--- src/rtl/modc_pkg.sv ---
package modc_pkg;

  // number of bits needed to hold v (at least 1)
  function automatic int bits_of(input longint unsigned v);
    int n;
    longint unsigned t;
    n = 0;
    t = v;
    while (t != 0) begin
      n++;
      t = t >> 1;
    end
    return (n == 0) ? 1 : n;
  endfunction

  // compare-and-subtract steps needed to bring any w-bit value below the divisor
  function automatic int step_count(input int w, input int kb);
    return (w > kb) ? (w - kb + 1) : 1;
  endfunction

  // edges from acceptance to visible result in the pipelined build
  function automatic int pipe_latency(input int w, input int kb);
    return (w > kb) ? (w - kb + 2) : 2;
  endfunction

  function automatic int max_int(input int a, input int b);
    return (a > b) ? a : b;
  endfunction

endpackage

--- src/rtl/modc_sub_stage.sv ---
module modc_sub_stage #(
  parameter int W       = 16,
  parameter int DIVISOR = 11,
  parameter int SHIFT   = 0
) (
  input  logic [W-1:0] w_in,
  output logic [W-1:0] w_out
);

  localparam logic [W-1:0] KV   = W'(DIVISOR);
  localparam logic [W-1:0] SUBV = KV << SHIFT;

  assign w_out = (w_in >= SUBV) ? (w_in - SUBV) : w_in;

  always_comb begin
    AST_STEP_NO_GROWTH: assert (w_out <= w_in) else $error("step increased value");
    AST_STEP_SAME_RESIDUE: assert (((w_in - w_out) % KV) == '0) else $error("step changed residue");
  end

endmodule

--- src/rtl/modc_pipe_core.sv ---
module modc_pipe_core #(
  parameter int W       = 16,
  parameter int DIVISOR = 11,
  parameter int STAGES  = 13
) (
  input  logic         clk,
  input  logic         rst,
  input  logic         take,
  input  logic [W-1:0] x,
  output logic         tail_valid,
  output logic [W-1:0] tail_x
);

  logic         head_v;
  logic [W-1:0] head_x;

  // operand capture register
  always_ff @(posedge clk or posedge rst) begin
    if (rst) begin
      head_v <= 1'b0;
      head_x <= '0;
    end else begin
      head_v <= take;
      if (take) head_x <= x;
    end
  end

  for (genvar i = 0; i < STAGES; i++) begin : g_st
    logic         sv;
    logic [W-1:0] sx;
    logic [W-1:0] sub;
    logic         nv;
    logic [W-1:0] nx;

    if (i == 0) begin : g_head
      assign sv = head_v;
      assign sx = head_x;
    end else begin : g_link
      assign sv = g_st[i-1].nv;
      assign sx = g_st[i-1].nx;
    end

    modc_sub_stage #(
      .W(W),
      .DIVISOR(DIVISOR),
      .SHIFT(STAGES - 1 - i)
    ) u_sub (
      .w_in(sx),
      .w_out(sub)
    );

    if (i < STAGES - 1) begin : g_reg
      always_ff @(posedge clk or posedge rst) begin
        if (rst) begin
          nv <= 1'b0;
          nx <= '0;
        end else begin
          nv <= sv;
          if (sv) nx <= sub;
        end
      end
    end else begin : g_last
      // last step feeds the output register directly
      assign nv = sv;
      assign nx = sub;
    end
  end

  assign tail_valid = g_st[STAGES-1].nv;
  assign tail_x     = g_st[STAGES-1].nx;

endmodule

--- src/rtl/modc_flat_core.sv ---
module modc_flat_core #(
  parameter int W       = 16,
  parameter int DIVISOR = 11,
  parameter int STAGES  = 13
) (
  input  logic         take,
  input  logic [W-1:0] x,
  output logic         tail_valid,
  output logic [W-1:0] tail_x
);

  for (genvar i = 0; i < STAGES; i++) begin : g_st
    logic [W-1:0] sx;
    logic [W-1:0] nx;

    if (i == 0) begin : g_head
      assign sx = x;
    end else begin : g_link
      assign sx = g_st[i-1].nx;
    end

    modc_sub_stage #(
      .W(W),
      .DIVISOR(DIVISOR),
      .SHIFT(STAGES - 1 - i)
    ) u_sub (
      .w_in(sx),
      .w_out(nx)
    );
  end

  assign tail_valid = take;
  assign tail_x     = g_st[STAGES-1].nx;

endmodule

--- src/rtl/modconst_reduce.sv ---
module modconst_reduce #(
  parameter int DATA_W    = 16,
  parameter int DIVISOR   = 11,
  parameter bit PIPELINED = 1'b1
) (
  input  logic              clk,
  input  logic              rst,
  input  logic              in_valid,
  output logic              in_ready,
  input  logic [DATA_W-1:0] in_data,
  output logic              out_valid,
  output logic [DATA_W-1:0] out_data
);

  localparam int KB      = modc_pkg::bits_of(longint'(DIVISOR));
  localparam int WORK_W  = modc_pkg::max_int(DATA_W, KB);
  localparam int STAGES  = modc_pkg::step_count(DATA_W, KB);
  localparam int LATENCY = PIPELINED ? modc_pkg::pipe_latency(DATA_W, KB) : 1;
  localparam int CNT_W   = $clog2(LATENCY + 2);
  localparam logic [WORK_W-1:0] KVAL = WORK_W'(DIVISOR);

  logic              accept;
  logic [WORK_W-1:0] x_wide;
  logic              tail_valid;
  logic [WORK_W-1:0] tail_x;

  assign in_ready = ~rst;
  assign accept   = in_valid & in_ready;
  assign x_wide   = WORK_W'(in_data);

  if (PIPELINED) begin : g_pipe
    modc_pipe_core #(
      .W(WORK_W),
      .DIVISOR(DIVISOR),
      .STAGES(STAGES)
    ) u_core (
      .clk(clk),
      .rst(rst),
      .take(accept),
      .x(x_wide),
      .tail_valid(tail_valid),
      .tail_x(tail_x)
    );
  end else begin : g_flat
    modc_flat_core #(
      .W(WORK_W),
      .DIVISOR(DIVISOR),
      .STAGES(STAGES)
    ) u_core (
      .take(accept),
      .x(x_wide),
      .tail_valid(tail_valid),
      .tail_x(tail_x)
    );
  end

  // result register, shared by both builds
  always_ff @(posedge clk or posedge rst) begin
    if (rst) begin
      out_valid <= 1'b0;
      out_data  <= '0;
    end else begin
      out_valid <= tail_valid;
      if (tail_valid) out_data <= tail_x[DATA_W-1:0];
    end
  end

  // occupancy tracker used only by the properties below
  logic [CNT_W-1:0] inflight;
  always_ff @(posedge clk or posedge rst) begin
    if (rst) inflight <= '0;
    else     inflight <= inflight + CNT_W'(accept) - CNT_W'(out_valid);
  end

  AST_RESULT_BELOW_DIVISOR: assert property (@(posedge clk) disable iff (rst)
    out_valid |-> (WORK_W'(out_data) < KVAL)) else $error("result not reduced");
  AST_NO_ORPHAN_RESULT: assert property (@(posedge clk) disable iff (rst)
    out_valid |-> (inflight != '0)) else $error("result without operand");
  AST_INFLIGHT_BOUND: assert property (@(posedge clk) disable iff (rst)
    inflight <= CNT_W'(LATENCY)) else $error("too many operands in flight");

  if (!PIPELINED) begin : g_flat_chk
    AST_FLAT_ONE_CYCLE: assert property (@(posedge clk) disable iff (rst)
      out_valid == $past(accept)) else $error("flat build latency");
  end

endmodule

--- config.mk ---
export PLATFORM = sky130hd
export DESIGN_NAME = modconst_reduce
export DESIGN_NICKNAME = d
export VERILOG_FILES = /design/src/rtl/modc_pkg.sv /design/src/rtl/modc_sub_stage.sv /design/src/rtl/modc_pipe_core.sv /design/src/rtl/modc_flat_core.sv /design/src/rtl/modconst_reduce.sv
export SDC_FILE = /design/constraint.sdc
export NUM_CORES = 1
export LEC_CHECK = 0
export ABC_AREA = 1
export CORE_ASPECT_RATIO = 0.9
export CORE_UTILIZATION = 37
export CTS_CLUSTER_SIZE = 10
export DETAILED_ROUTE_END_ITERATION = 12
export DONT_BUFFER_PORTS = 1
export SLEW_MARGIN = 20
export SYNTH_ARGS = -nofsm -noshare
export SYNTH_HDL_FRONTEND = slang
export SYNTH_SLANG_ARGS = --single-unit
--- constraint.sdc ---
create_clock -name clk -period 8.4 [get_ports clk]
set_input_delay 1.68 -clock clk [delete_from_list [all_inputs] [get_ports clk]]
set_output_delay 1.68 -clock clk [all_outputs]
set_load 0.05 [all_outputs]
# ---- After elaboration in Yosys (flattened, before gate mapping)
# Cells that the tools add are included.
dict set report word_totals {
  out_inout_bits 18
  word_cells 69
  inputBits 19
  register_bits 238
}
dict set report op_classes {
  mux 13
  order_cmp 13
  addsub 13
  bitwise_logic 2
}
# cell count
set op_table {}
lappend op_table {{2-to-1 mux 16 bit} 13}
lappend op_table {{greater-or-equal comparator 16 x 10 -> 1 bit (second input constant)} 1}
lappend op_table {{greater-or-equal comparator 16 x 11 -> 1 bit (second input constant)} 1}
lappend op_table {{greater-or-equal comparator 16 x 12 -> 1 bit (second input constant)} 1}
lappend op_table {{greater-or-equal comparator 16 x 13 -> 1 bit (second input constant)} 1}
lappend op_table {{greater-or-equal comparator 16 x 14 -> 1 bit (second input constant)} 1}
lappend op_table {{greater-or-equal comparator 16 x 15 -> 1 bit (second input constant)} 1}
lappend op_table {{greater-or-equal comparator 16 bit (second input constant)} 1}
lappend op_table {{greater-or-equal comparator 16 x 4 -> 1 bit (second input constant)} 1}
lappend op_table {{greater-or-equal comparator 16 x 5 -> 1 bit (second input constant)} 1}
lappend op_table {{greater-or-equal comparator 16 x 6 -> 1 bit (second input constant)} 1}
lappend op_table {{greater-or-equal comparator 16 x 7 -> 1 bit (second input constant)} 1}
lappend op_table {{greater-or-equal comparator 16 x 8 -> 1 bit (second input constant)} 1}
lappend op_table {{greater-or-equal comparator 16 x 9 -> 1 bit (second input constant)} 1}
lappend op_table {{subtractor 16 x 10 -> 16 bit (second input constant)} 1}
lappend op_table {{subtractor 16 x 11 -> 16 bit (second input constant)} 1}
lappend op_table {{subtractor 16 x 12 -> 16 bit (second input constant)} 1}
lappend op_table {{subtractor 16 x 13 -> 16 bit (second input constant)} 1}
lappend op_table {{subtractor 16 x 14 -> 16 bit (second input constant)} 1}
lappend op_table {{subtractor 16 x 15 -> 16 bit (second input constant)} 1}
lappend op_table {{subtractor 16 bit (second input constant)} 1}
lappend op_table {{subtractor 16 x 4 -> 16 bit (second input constant)} 1}
lappend op_table {{subtractor 16 x 5 -> 16 bit (second input constant)} 1}
lappend op_table {{subtractor 16 x 6 -> 16 bit (second input constant)} 1}
lappend op_table {{other kinds (5)} 5}

# ---- Longest topological paths before layout
# Gate-level depths: netlist (run 1).
dict set report logic_depth {
  ltp_word 2
  ltp_mapped 10
  ltp_nobuf 10
}

# ---- Cells and area by module
# From an unflattened synthesis (run 1), not the netlist that was laid out.
dict set report hier_totals {
  cells_unflattened 1927
  hier_area_um2 14268.7
}
# module area_per_inst_um2 instances cells_per_inst seq_area_each_um2
set by_module_without_submodules {}
lappend by_module_without_submodules {modc_pipe_core 8569.5 1 898 5530.3}
lappend by_module_without_submodules {modconst_reduce 680.7 1 72 425.4}
lappend by_module_without_submodules {{modc_sub_stage (g_pipe.u_core.g_st[12].u_sub)} 574.3 1 116 0.0}
lappend by_module_without_submodules {{modc_sub_stage (g_pipe.u_core.g_st[11].u_sub)} 571.8 1 113 0.0}
lappend by_module_without_submodules {{modc_sub_stage (g_pipe.u_core.g_st[8].u_sub)} 504.2 1 97 0.0}
lappend by_module_without_submodules {{modc_sub_stage (g_pipe.u_core.g_st[10].u_sub)} 484.2 1 98 0.0}
lappend by_module_without_submodules {{modc_sub_stage (g_pipe.u_core.g_st[9].u_sub)} 439.2 1 86 0.0}
lappend by_module_without_submodules {{modc_sub_stage (g_pipe.u_core.g_st[7].u_sub)} 437.9 1 90 0.0}
lappend by_module_without_submodules {{modc_sub_stage (g_pipe.u_core.g_st[6].u_sub)} 401.6 1 74 0.0}
lappend by_module_without_submodules {{modc_sub_stage (g_pipe.u_core.g_st[5].u_sub)} 361.6 1 64 0.0}
lappend by_module_without_submodules {{modc_sub_stage (g_pipe.u_core.g_st[4].u_sub)} 321.6 1 53 0.0}
lappend by_module_without_submodules {{modc_sub_stage (g_pipe.u_core.g_st[2].u_sub)} 264.0 1 48 0.0}
lappend by_module_without_submodules {{modc_sub_stage (g_pipe.u_core.g_st[3].u_sub)} 256.5 1 50 0.0}
lappend by_module_without_submodules {{modc_sub_stage (g_pipe.u_core.g_st[1].u_sub)} 235.2 1 40 0.0}
lappend by_module_without_submodules {{modc_sub_stage (g_pipe.u_core.g_st[0].u_sub)} 166.4 1 28 0.0}

# ---- Worst setup path before layout (run 1)
# Ideal clock, no wire load.
dict set report synth_path {
  path_type {input -> output}
  start {in rst}
  end {out in_ready}
  required_time_ns 6.720
  cell_stages 1
  setup_slack_ns -0.140
  n_path_buf 0
  arrival_time_ns 6.860
  path_cell_list {inv_1}
}
dict set report synth_between {
  elab_chain_cells 1
}
# item line
set synth_lines {}
lappend synth_lines {{start: declaration} modconst_reduce.sv:7} ;# input logic rst,
lappend synth_lines {{NOT 1 bit} modconst_reduce.sv:27} ;# assign in_ready = ~rst;
lappend synth_lines {{end: declaration} modconst_reduce.sv:9} ;# output logic in_ready,
# Every way passes these cells.

# ---- Worst setup path after layout (run 1)
# Same ends and word-level chain as after synthesis.

==> results of run 1 <==
## how the worst max path moves through the flow
| stage | startpoint | end | slack (ps) | depth (start not counted) |
|---|---|---|---|---|
| 6_report | rst | in_ready | 4700 | 1 |
| 5_1_grt | rst | in_ready | 4690 | 1 |
| 4_1_cts | rst | in_ready | 4670 | 1 |
| 3_5_place_dp | rst | in_ready | 4670 | 1 |
| 3_3_place_gp | rst | in_ready | 4670 | 1 |
| 2_1_floorplan | rst | in_ready | 2000 | 1 |
## metal layers
| metal | part of all wire [%] | up-vias | global-route usage (%) |
|---|---|---|---|
| li1 | - | 4991 | - |
| met1 | 51 | 4679 | 22.56 |
| met4 | 1.6 | 0 | 2.756 |
| met5 | 0 | - | 0 |
| met2 | 44 | 106 | 24.19 |
| met3 | 2.9 | 32 | 2.618 |
## power by group through the flow
stage	logic (mW)	clock network [mW]	registers, mW
floorplan	1.26	0	1.89
global placement	1.47	0	2.00
detailed placement	1.50	0	2.01
CTS	1.51	1.04	1.99
global route	1.77	1.08	2.05
finish	1.50	1.00	1.99
## state kept, by name (all words and copies together), names as in the netlist
name and cells:
g_pipe.u_core.g_st.sv 2, out_data 16, g_pipe.u_core.g_st.nv 10, g_pipe.u_core.g_st.sx 32
out_valid 1, g_pipe.u_core.tail_valid 1, g_pipe.u_core.g_st.nx 176
## area by class of cell
type	count	area, um^2
flip-flops and latches	238	5956
multi-input cells	1134	5225
repair buffers	2	27.53
clock buffers	29	683.2
clock inverters	1	20.02
inverters	170	641.9
well taps	416	520.5
fillers	3307	18890
## synth_stat cells (2+ instances only)
| cell | number | area [um^2] |
|---|---|---|
| dfrtp_1 | 238 | 5956 |
| xor2_1 | 40 | 350.3 |
| nand4_1 | 20 | 125.1 |
| nand3_1 | 135 | 675.7 |
| o21ai_1 | 7 | 35.03 |
| a21oi_1 | 36 | 180.2 |
| xnor2_1 | 4 | 35.03 |
| o21ai_0 | 124 | 620.6 |
| buf_6 | 5 | 56.30 |
| nand3b_1 | 5 | 37.54 |
| clkbuf_1 | 35 | 131.4 |
| nor2_4 | 5 | 56.30 |
| nand2_4 | 2 | 22.52 |
| nand2_2 | 10 | 62.56 |
| nor3_1 | 4 | 20.02 |
| buf_2 | 3 | 15.01 |
| a21oi_2 | 3 | 26.28 |
| clkinv_1 | 2 | 7.510 |
| o22ai_1 | 9 | 56.30 |
| buf_1 | 3 | 11.26 |
| nor2_2 | 6 | 37.54 |
| inv_1 | 167 | 626.9 |
| o21ai_2 | 3 | 26.28 |
| nand2_1 | 578 | 2170 |
| a31oi_1 | 4 | 25.02 |
| nor2_1 | 121 | 454.2 |
| ha_1 | 13 | 162.7 |
## per-stage QoR
| stage | cell area, um^2 | std cells | setup WS, ps | utilization (%) | hold WS (ps) |
|---|---|---|---|---|---|
| after floorplan | 12040 | 1589 | 2003 | - | 348.7 |
| after global placement | 12370 | 1960 | 4674 | 38.71 | 457.0 |
| after detailed placement | 12370 | 1960 | 4671 | 38.71 | 458.5 |
| after CTS | 13070 | 1990 | 4671 | 40.91 | 473.4 |
| after global routing | 13070 | 1990 | 4685 | 40.91 | 484.4 |
| final | 13070 | 1990 | 4698 | 40.91 | 467.6 |
## cells by family (layout without fill, tap and decap cells)
kind of cell	after synthesis	count (layout)
buffers and inverters	217	202
and+or+nand+nor	889	889
xor gates and xnor gates	44	44
AOI/OAI and AO/OA	188	188
adders and majority gates	13	13
DFF	238	238
==> impl_metrics.env, run 1 <==
export IMPL_status="finished, final reports clean"
export IMPL_drive_gt1_share_pct=4.066
export IMPL_syn_cell_area_mm2=0.01204
export IMPL_ir_drop_mv=0.2289
export IMPL_grt_ovfl_total=0
export IMPL_power_switching_mw=1.884
export IMPL_setup_viol=0
export IMPL_final_hold_viol_count=0
export IMPL_grt_pass1_wl_um=43900
export IMPL_path_buf_inv=1
export IMPL_slew_violations=0
export IMPL_yosysSeqAreaShare_pct=49.46
export IMPL_reg2reg_depth=4
export IMPL_worst_path_largest_cell_delay_ps=340
export IMPL_drcViolationCount=0
export IMPL_rsz0062_at_grt="false"
export IMPL_internal_power_mw=2.610
export IMPL_ys_flop_type="dfrtp_1"
export IMPL_worst_endpoint_arrival_ps=2020
export IMPL_totalWireLength_um=24620
export IMPL_clkPwrFrac_pct=22.3
export IMPL_leakagePower_nw=6.645
export IMPL_cp_required_ps=6720
export IMPL_final_common_cell="nand2_1"
export IMPL_p_sw_share_pct=41.92
export IMPL_r2r_slack_ps=6620
export IMPL_r2r_start="g_pipe.u_core.g_st[5].nv$_DFF_PP0_"
export IMPL_worstPathMaxFanout=4
export IMPL_yosys_cell_types_count=34
export IMPL_grt_pass1_vias=9470
export IMPL_cp_end_kind="output port"
export IMPL_pwr_share_comb_pct=33.5
export IMPL_cts_hold_buf=0
export IMPL_startpoint_type="input port"
export IMPL_antenna_cells=0
export IMPL_slew_headroom_pct=33.31
export IMPL_critPathSlowestCell="clkinvlp_4"
export IMPL_critPathTopFamily="buffers and inverters"
export IMPL_tns_ps=0
export IMPL_cts_setup_buffers=0
export IMPL_vias_per_cell=4.929
export IMPL_grt_use_total_pct=15.46
export IMPL_cp_cell_sequence="clkinvlp_4"
export IMPL_cts_buffer_depth=3
export IMPL_htree_levels=1
export IMPL_antenna_found_initial=0
export IMPL_cts_root_buf="clkbuf_16"
export IMPL_synth_warnings=0
export IMPL_maxCapViolations=0
export IMPL_gp_congestion=0.8320
export IMPL_fp_dieW_um=192.2
export IMPL_grt_max_degree=168
export IMPL_tightest_slew_ps=1000
export IMPL_synth_area_mux_share_pct=0
export IMPL_final_nets=1605
export IMPL_syn_nets=1621
export IMPL_syn_inst=1589
export IMPL_seq_power_share_pct=44.2
export IMPL_cts_tree="yes"
export IMPL_first_iter_violations=512
export IMPL_dieArea_mm2=0.03327
export IMPL_vias=9808
export IMPL_synth_adder_area_share_pct=1.351
export IMPL_critPathKind="input port to output port"
export IMPL_post_route_period_util_pct=44.07
export IMPL_synth_compound_gate_area_share_pct=8.251
export IMPL_clk_insertion_delay_late_ps=550
export IMPL_rr_endpoint="g_pipe.u_core.g_st[6].nx[12]$_DFFE_PP0P_"
export IMPL_area_delta_synth_final_pct=8.584
export IMPL_synth_top_family_by_area="simple AND/OR/NAND/NOR gates"
export IMPL_min_path_cells=2
export IMPL_clkSlewWorstSetupHoldPaths_ps=50
export IMPL_core_mm2=0.03196
export IMPL_holdPathEnd="g_pipe.u_core.g_st[7].nx[1]$_DFFE_PP0P_"
export IMPL_io_pins=37
export IMPL_ant_nets=0
export IMPL_syn_area_per_cell_um2=7.577
export IMPL_rows=62
export IMPL_cellPowerDensity_mw_per_mm2=343.7
export IMPL_synthSimpleGateAreaFrac_pct=30.59
export IMPL_cts_resized=0
export IMPL_ys_ff_latch=238
export IMPL_synth_async_reset_ratio_pct=100.0
export IMPL_synth_edf_count=0
export IMPL_clock_sinks=238
export IMPL_firstDrtPassIters=5
export IMPL_wl_per_cell_um=12.37
export IMPL_final_cell_mix="578 x nand2_1, 238 x dfrtp_1, 166 x inv_1"
export IMPL_die_height_um=173.1
export IMPL_fin_crit_ps=3702
export IMPL_holdCritStartpoint="g_pipe.u_core.g_st[7].nx[1]$_DFFE_PP0P_"
export IMPL_port_buffers=0
export IMPL_finClkSkew_ps=8.089
export IMPL_synthXorXnorAreaFrac_pct=3.201
export IMPL_max_freq_mhz=270.1
export IMPL_start_util_pct=37.67
export IMPL_hold_path_class="flip-flop to flip-flop"
export IMPL_dp_hpwl_um=17340
export IMPL_cts_buffers=27
export IMPL_total_power_mw=4.494
(Power assumes the default switching activity.)
==> run 2: changes to the inputs <==
==> constraint.sdc (replaced) <==
create_clock -name clk -period 3.37 [get_ports clk]
set_input_delay 0.674 -clock clk [delete_from_list [all_inputs] [get_ports clk]]
set_output_delay 0.674 -clock clk [all_outputs]
set_load 0.05 [all_outputs]
==> impl_metrics.env, run 2 (same netlist as run 1, synthesis figures left out) <==
export IMPL_status="finished, final reports clean"
export IMPL_fp_dieW_um=192.2
export IMPL_dp_hpwl_um=17240
export IMPL_multi_input_area_mm2=0.005225
export IMPL_cellPowerDensity_mw_per_mm2=858.3
export IMPL_port_buffers=0
export IMPL_rsz0062_at_grt="false"
export IMPL_rows=62
export IMPL_maxCapViolations=0
export IMPL_worstSetupStartpoint="out_data[4]$_DFFE_PP0P_"
export IMPL_finClkSkew_ps=11.12
export IMPL_final_cells=1995
export IMPL_final_nets=1607
export IMPL_tightest_slew_ps=808.7
export IMPL_slew_violations=0
export IMPL_drive_gt1_share_pct=4.243
export IMPL_hold_path_class="input port to flip-flop"
export IMPL_die_height_um=173.1
export IMPL_cts_setup_buffers=0
export IMPL_final_cell_mix="578 x nand2_1, 238 x dfrtp_1, 166 x inv_1"
export IMPL_holdPathEnd="g_pipe.u_core.g_st[0].sx[5]$_DFFE_PP0P_"
export IMPL_grt_pass1_vias=9462
export IMPL_r2r_start="g_pipe.u_core.g_st[5].nv$_DFF_PP0_"
export IMPL_clk_insertion_delay_late_ps=530
export IMPL_setup_viol=0
export IMPL_fin_crit_ps=1848
export IMPL_largest_reg_flops=176
export IMPL_io_pins=37
export IMPL_htree_levels=1
export IMPL_gp_congestion=0.8396
export IMPL_vias=9624
export IMPL_ir_drop_mv=0.5435
export IMPL_grt_use_total_pct=15.27
export IMPL_n_fill_cell=3286
export IMPL_post_route_period_util_pct=54.83
export IMPL_grt_pass1_wl_um=43500
export IMPL_final_hold_viol_count=0
export IMPL_clock_sinks=238
export IMPL_worstPathMaxFanout=2
export IMPL_cts_buffers=28
export IMPL_max_freq_mhz=541.2
export IMPL_grt_max_degree=143
export IMPL_ant_nets=0
export IMPL_dieArea_mm2=0.03327
export IMPL_fin_util_pct=41.11
export IMPL_min_path_cells=2
export IMPL_cts_hold_buf=0
export IMPL_core_mm2=0.03196
export IMPL_cp_required_ps=2700
export IMPL_cts_buffer_depth=3
export IMPL_antenna_cells=0
export IMPL_firstDrtPassIters=5
export IMPL_final_common_cell="nand2_1"
export IMPL_cts_tree="yes"
export IMPL_area_delta_synth_final_pct=9.134
export IMPL_clkSlewWorstSetupHoldPaths_ps=60
export IMPL_grt_ovfl_total=0
export IMPL_cp_end_kind="output port"
export IMPL_dp_cells=1961
export IMPL_reg2reg_depth=4
export IMPL_cts_resized=0
export IMPL_totalWireLength_um=24260
export IMPL_critPathKind="flip-flop to output port"
export IMPL_rr_endpoint="g_pipe.u_core.g_st[6].nx[12]$_DFFE_PP0P_"
export IMPL_cts_root_buf="clkbuf_16"
export IMPL_seqCellArea_mm2=0.005956
export IMPL_start_util_pct=37.67
export IMPL_top_register="g_pipe.u_core.g_st.nx"
export IMPL_slew_headroom_pct=46.08
export IMPL_startpoint_type="flip-flop"
export IMPL_antenna_found_initial=0
export IMPL_wl_per_cell_um=12.16
export IMPL_leakagePower_nw=6.676
export IMPL_holdCritStartpoint="in_data[5]"
export IMPL_vias_per_cell=4.824
export IMPL_drcViolationCount=0
export IMPL_r2r_slack_ps=1630
export IMPL_worst_endpoint_arrival_ps=1170
export IMPL_first_iter_violations=522
[run 2: cell count changes in the layout (fill, tap and decap cells not counted)]
| cell | before | now |
|---|---|---|
| clkbuf_16 | 27 | 29 |
| inv_6 | 0 | 1 |
| clkbuf_1 | 2 | 4 |
| buf_12 | 1 | 2 |
| inv_16 | 1 | 0 |
[run 2: where the power goes]
part | total, mW | internal, mW | switching [mW]
sequential | 4.95 | 3.73 | 1.22
clock | 2.60 | 1.52 | 1.08
combinational | 3.73 | 1.36 | 2.37
[run 2: per-stage QoR]
stage               hold WS [ps]  power (mW)  cell area (um^2)  TNS [ps]  worst slack (ps)
floorplan                  348.7       7.850             12050   -183100             -1975
global placement           454.0       8.648             12390         0              1042
detailed placement         459.1       8.733             12390         0              1009
CTS                        234.2       11.40             13140         0              1491
global route               239.1       12.30             13140         0              1378
finish                     258.5       11.28             13140         0              1522
[run 2: area by class of cell]
type	instances	area share (%)
sequential	238	45.32
clock buffer	33	5.637
timing repair buffer	3	0.3618
inverter	170	4.885
clock inverter	1	0.06665
tap	416	3.961
multi-input combinational	1134	39.76
[run 2: layer usage]
metal,global-route usage (%),share of wire [%],vias up
met5,0,0,-
met4,3.117,1.7,0
met3,2.212,2.8,35
met2,23.80,44,104
met1,22.43,51,4501
li1,-,-,4984
[run 2: worst max path at each step]
stage | end | slack (ps) | cells past startpoint
2_1_floorplan | g_pipe.u_core.g_st[0].sx[15]$_DFFE_PP0P_ | -1980 | 6
3_3_place_gp | g_pipe.u_core.g_st[0].sx[12]$_DFFE_PP0P_ | 1040 | 5
3_5_place_dp | g_pipe.u_core.g_st[0].sx[13]$_DFFE_PP0P_ | 1010 | 5
4_1_cts | out_data[4] | 1490 | 0
5_1_grt | g_pipe.u_core.g_st[0].sx[13]$_DFFE_PP0P_ | 1380 | 4
6_report | out_data[4] | 1520 | 0
==> run 3: changes to the inputs <==
--- a/config.mk
+++ b/config.mk
@@ -5,7 +5,7 @@
 export SDC_FILE = /design/constraint.sdc
 export NUM_CORES = 1
 export LEC_CHECK = 0
-export ABC_AREA = 1
+export ABC_AREA = 0
 export CORE_ASPECT_RATIO = 0.9
 export CORE_UTILIZATION = 37
 export CTS_CLUSTER_SIZE = 10
==> constraint.sdc (replaced) <==
create_clock -name clk -period 1.7 [get_ports clk]
set_input_delay 0.34 -clock clk [delete_from_list [all_inputs] [get_ports clk]]
set_output_delay 0.34 -clock clk [all_outputs]
set_load 0.05 [all_outputs]
==> impl_metrics.env, run 3 <==
export IMPL_synth_warnings=0
export IMPL_cts_tree="yes"
export IMPL_critPathKind="flip-flop to flip-flop"
export IMPL_seq_power_share_pct=41.0
export IMPL_clkPwrFrac_pct=20.0
export IMPL_synth_top_area_share_pct=51.64
export IMPL_io_pins=37
export IMPL_fp_dieW_um=188.1
export IMPL_fin_util_pct=48.95
export IMPL_final_hold_viol_count=0
export IMPL_syn_cell_area_mm2=0.01153
export IMPL_path_buf_inv=0
export IMPL_grt_pass1_vias=8854
export IMPL_grt_pass1_wl_um=43970
export IMPL_worst_endpoint_arrival_ps=2570
export IMPL_slew_violations=0
export IMPL_antenna_found_initial=0
export IMPL_grt_use_total_pct=16.28
export IMPL_critPathTopFamily="simple AND/OR/NAND/NOR gates"
export IMPL_core_mm2=0.03025
export IMPL_setup_viol=27
export IMPL_ys_flop_type="dfrtp_1"
export IMPL_critPathSlowestCell="or4_4"
export IMPL_n_fill_cell=2735
export IMPL_finClkSkew_ps=17.59
export IMPL_cts_buffer_depth=3
export IMPL_final_nets=1321
export IMPL_leakagePower_nw=6.124
export IMPL_yosysMostFrequentCell="dfrtp_1"
export IMPL_antenna_cells=0
export IMPL_drive_gt1_share_pct=32.20
export IMPL_p_sw_share_pct=36.81
export IMPL_clock_sinks=238
export IMPL_drcViolationCount=0
export IMPL_post_route_period_util_pct=125.3
export IMPL_r2r_start="g_pipe.u_core.g_st[10].nx[8]$_DFFE_PP0P_"
export IMPL_syn_area_per_cell_um2=10.48
export IMPL_placed_area_mm2=0.01344
export IMPL_syn_inst=1101
export IMPL_cp_end_kind="flip-flop"
export IMPL_yosys_cell_types_count=65
export IMPL_cellPowerDensity_mw_per_mm2=1667
export IMPL_dp_hpwl_um=18020
export IMPL_synth_common_cells="238 x dfrtp_1, 121 x nor2_1, 103 x mux2_2, 67 x a31oi_1, 62 x a21oi_1"
export IMPL_grt_ovfl_total=0
export IMPL_top_register="g_pipe.u_core.g_st.nx"
export IMPL_internal_power_mw=15.60
export IMPL_die_height_um=169.5
export IMPL_cp_required_ps=2140
export IMPL_status="complete, but fails checks"
export IMPL_reg2reg_depth=4
export IMPL_largest_reg_flops=176
export IMPL_totalWireLength_um=25660
export IMPL_wl_per_cell_um=15.16
export IMPL_worstSetupStartpoint="g_pipe.u_core.g_st[10].nx[8]$_DFFE_PP0P_"
export IMPL_cp_common_cell="or4_4"
export IMPL_max_freq_mhz=469.5
export IMPL_pwr_share_comb_pct=38.9
export IMPL_endpoint="g_pipe.u_core.g_st[11].nx[15]$_DFFE_PP0P_"
export IMPL_hold_path_class="input port to async pin"
export IMPL_dieArea_mm2=0.03188
export IMPL_yosysSeqAreaShare_pct=51.64
export IMPL_start_util_pct=38.12
export IMPL_vias=9125
export IMPL_final_common_cell="dfrtp_1"
export IMPL_rsz0062_at_grt="true"
export IMPL_fin_ws_ps=-429.8
export IMPL_worstPathMaxFanout=2
export IMPL_clk_insertion_delay_late_ps=530
export IMPL_rr_endpoint="g_pipe.u_core.g_st[11].nx[15]$_DFFE_PP0P_"
export IMPL_total_power_mw=24.69
export IMPL_gp_congestion=0.8852
export IMPL_htree_levels=1
export IMPL_slew_headroom_pct=62.91
export IMPL_synth_async_reset_ratio_pct=100.0
export IMPL_ir_drop_mv=0.8739
export IMPL_fin_crit_ps=2130
export IMPL_final_cell_mix="234 x dfrtp_1, 177 x buf_4, 117 x nor2_1"
export IMPL_syn_nets=1133
export IMPL_first_iter_violations=433
export IMPL_startpoint_type="flip-flop"
export IMPL_violations="setup timing"
export IMPL_synth_edf_count=0
export IMPL_synth_area_leaders="dfrtp_1 52%, mux2_2 10%, nor2_1 3.9%, a31oi_1 3.6%, a21oi_1 2.7%"
export IMPL_grt_max_degree=72
export IMPL_maxCapViolations=0
export IMPL_worst_path_largest_cell_delay_ps=540
export IMPL_path_depth=4
export IMPL_ys_ff_latch=238
export IMPL_power_switching_mw=9.087
export IMPL_ant_nets=0
export IMPL_tightest_slew_ps=556.4
export IMPL_area_delta_synth_final_pct=28.39
export IMPL_firstDrtPassIters=4
export IMPL_synth_largest_area_cell="dfrtp_1"
export IMPL_port_buffers=0
export IMPL_r2r_slack_ps=-430
export IMPL_cts_buffers=27
export IMPL_cts_root_buf="clkbuf_16"
export IMPL_rows=60
export IMPL_cp_cell_sequence="or4_4 > or4_4 > or4_1 > a31oi_1"
export IMPL_clkSlewWorstSetupHoldPaths_ps=60
export IMPL_vias_per_cell=5.393
export IMPL_fin_area_mm2=0.01481
[run 3: area by class of cell]
type / instances / area [um^2] / area share, %
clock buffer: 28 / 689.4 / 4.656
timing repair buffer: 210 / 1742 / 11.76
multi-input combinational: 779 / 5764 / 38.93
tap: 403 / 504.2 / 3.405
inverter: 33 / 127.6 / 0.8618
clock inverter: 1 / 20.02 / 0.1352
sequential: 238 / 5961 / 40.25
[run 3: cell families after synthesis]
family	count (synthesis)	share of synthesized area, %
flip-flops	238	51.64
AO/OA/AOI/OAI	293	16.36
multiplexers	122	11.71
adder cells (fa/ha/maj)	13	1.410
AND/OR/NAND/NOR	332	14.69
buffers and inverters	84	2.756
XOR/XNOR	19	1.443
[run 3: layer usage]
layer / share of wire [%] / vias up / wire [um] / track usage (%)
li1: - / 4481 / - / -
met1: 48 / 4518 / 12310 / 22.73
met2: 48 / 96 / 12250 / 27.11
met3: 2.7 / 30 / 693 / 2.109
met4: 1.6 / 0 / 405 / 3.323
met5: 0 / - / 0 / 0
[run 3: how the worst min path moves through the flow]
stage	start	endpoint	slack, ps	cells past startpoint
2_1_floorplan	g_pipe.u_core.g_st[4].nv$_DFF_PP0_	g_pipe.u_core.g_st[5].nv$_DFF_PP0_	350	0
3_3_place_gp	in_data[15]	g_pipe.u_core.g_st[0].sx[15]$_DFFE_PP0P_	480	2
3_5_place_dp	in_data[15]	g_pipe.u_core.g_st[0].sx[15]$_DFFE_PP0P_	490	2
4_1_cts	rst	g_pipe.u_core.g_st[0].sx[2]$_DFFE_PP0P_	70	2
5_1_grt	rst	g_pipe.u_core.g_st[0].sx[2]$_DFFE_PP0P_	80	2
6_report	rst	g_pipe.u_core.g_st[0].sx[2]$_DFFE_PP0P_	70	2
[run 3: stage by stage]
stage / cells / TNS, ps / hold WS (ps) / worst slack [ps]
after floorplan: 1101 / -469200 / 351.9 / -2010
after global placement: 1630 / -3026 / 481.4 / -383.3
after detailed placement: 1630 / -3645 / 488.3 / -417.8
after CTS: 1684 / -3694 / 69.17 / -406.9
after global routing: 1692 / -5980 / 83.24 / -483.8
final: 1692 / -3981 / 66.18 / -429.8
[run 3: worst register-to-register path, delay by kind of cell, from the launching register on]
kind | cells | cell delay (ps)
AND/OR/NAND/NOR | 3 | 1480
flip-flops | 1 | 380
AO/OA/AOI/OAI | 1 | 180
[run 3: what timing repair did]
item,4_1_cts,5_1_grt
buffers inserted,9,10
endpoints found under the setup margin,49,70
gates resized for setup,41,56
hold buffers,16,0
endpoints found under the hold margin,16,0
pin swaps,39,29
[run 3: power by group through the flow]
| stage | combinational (mW) | sequential [mW] | clock (mW) |
|---|---|---|---|
| 2_1_floorplan | 5.28 | 10.0 | 0 |
| 3_5_place_dp | 8.92 | 10.1 | 0 |
| 5_1_grt | 10.6 | 10.5 | 5.32 |
| 6_report | 9.61 | 10.1 | 4.95 |
| 4_1_cts | 9.28 | 10.1 | 5.11 |
| 3_3_place_gp | 8.75 | 10.0 | 0 |
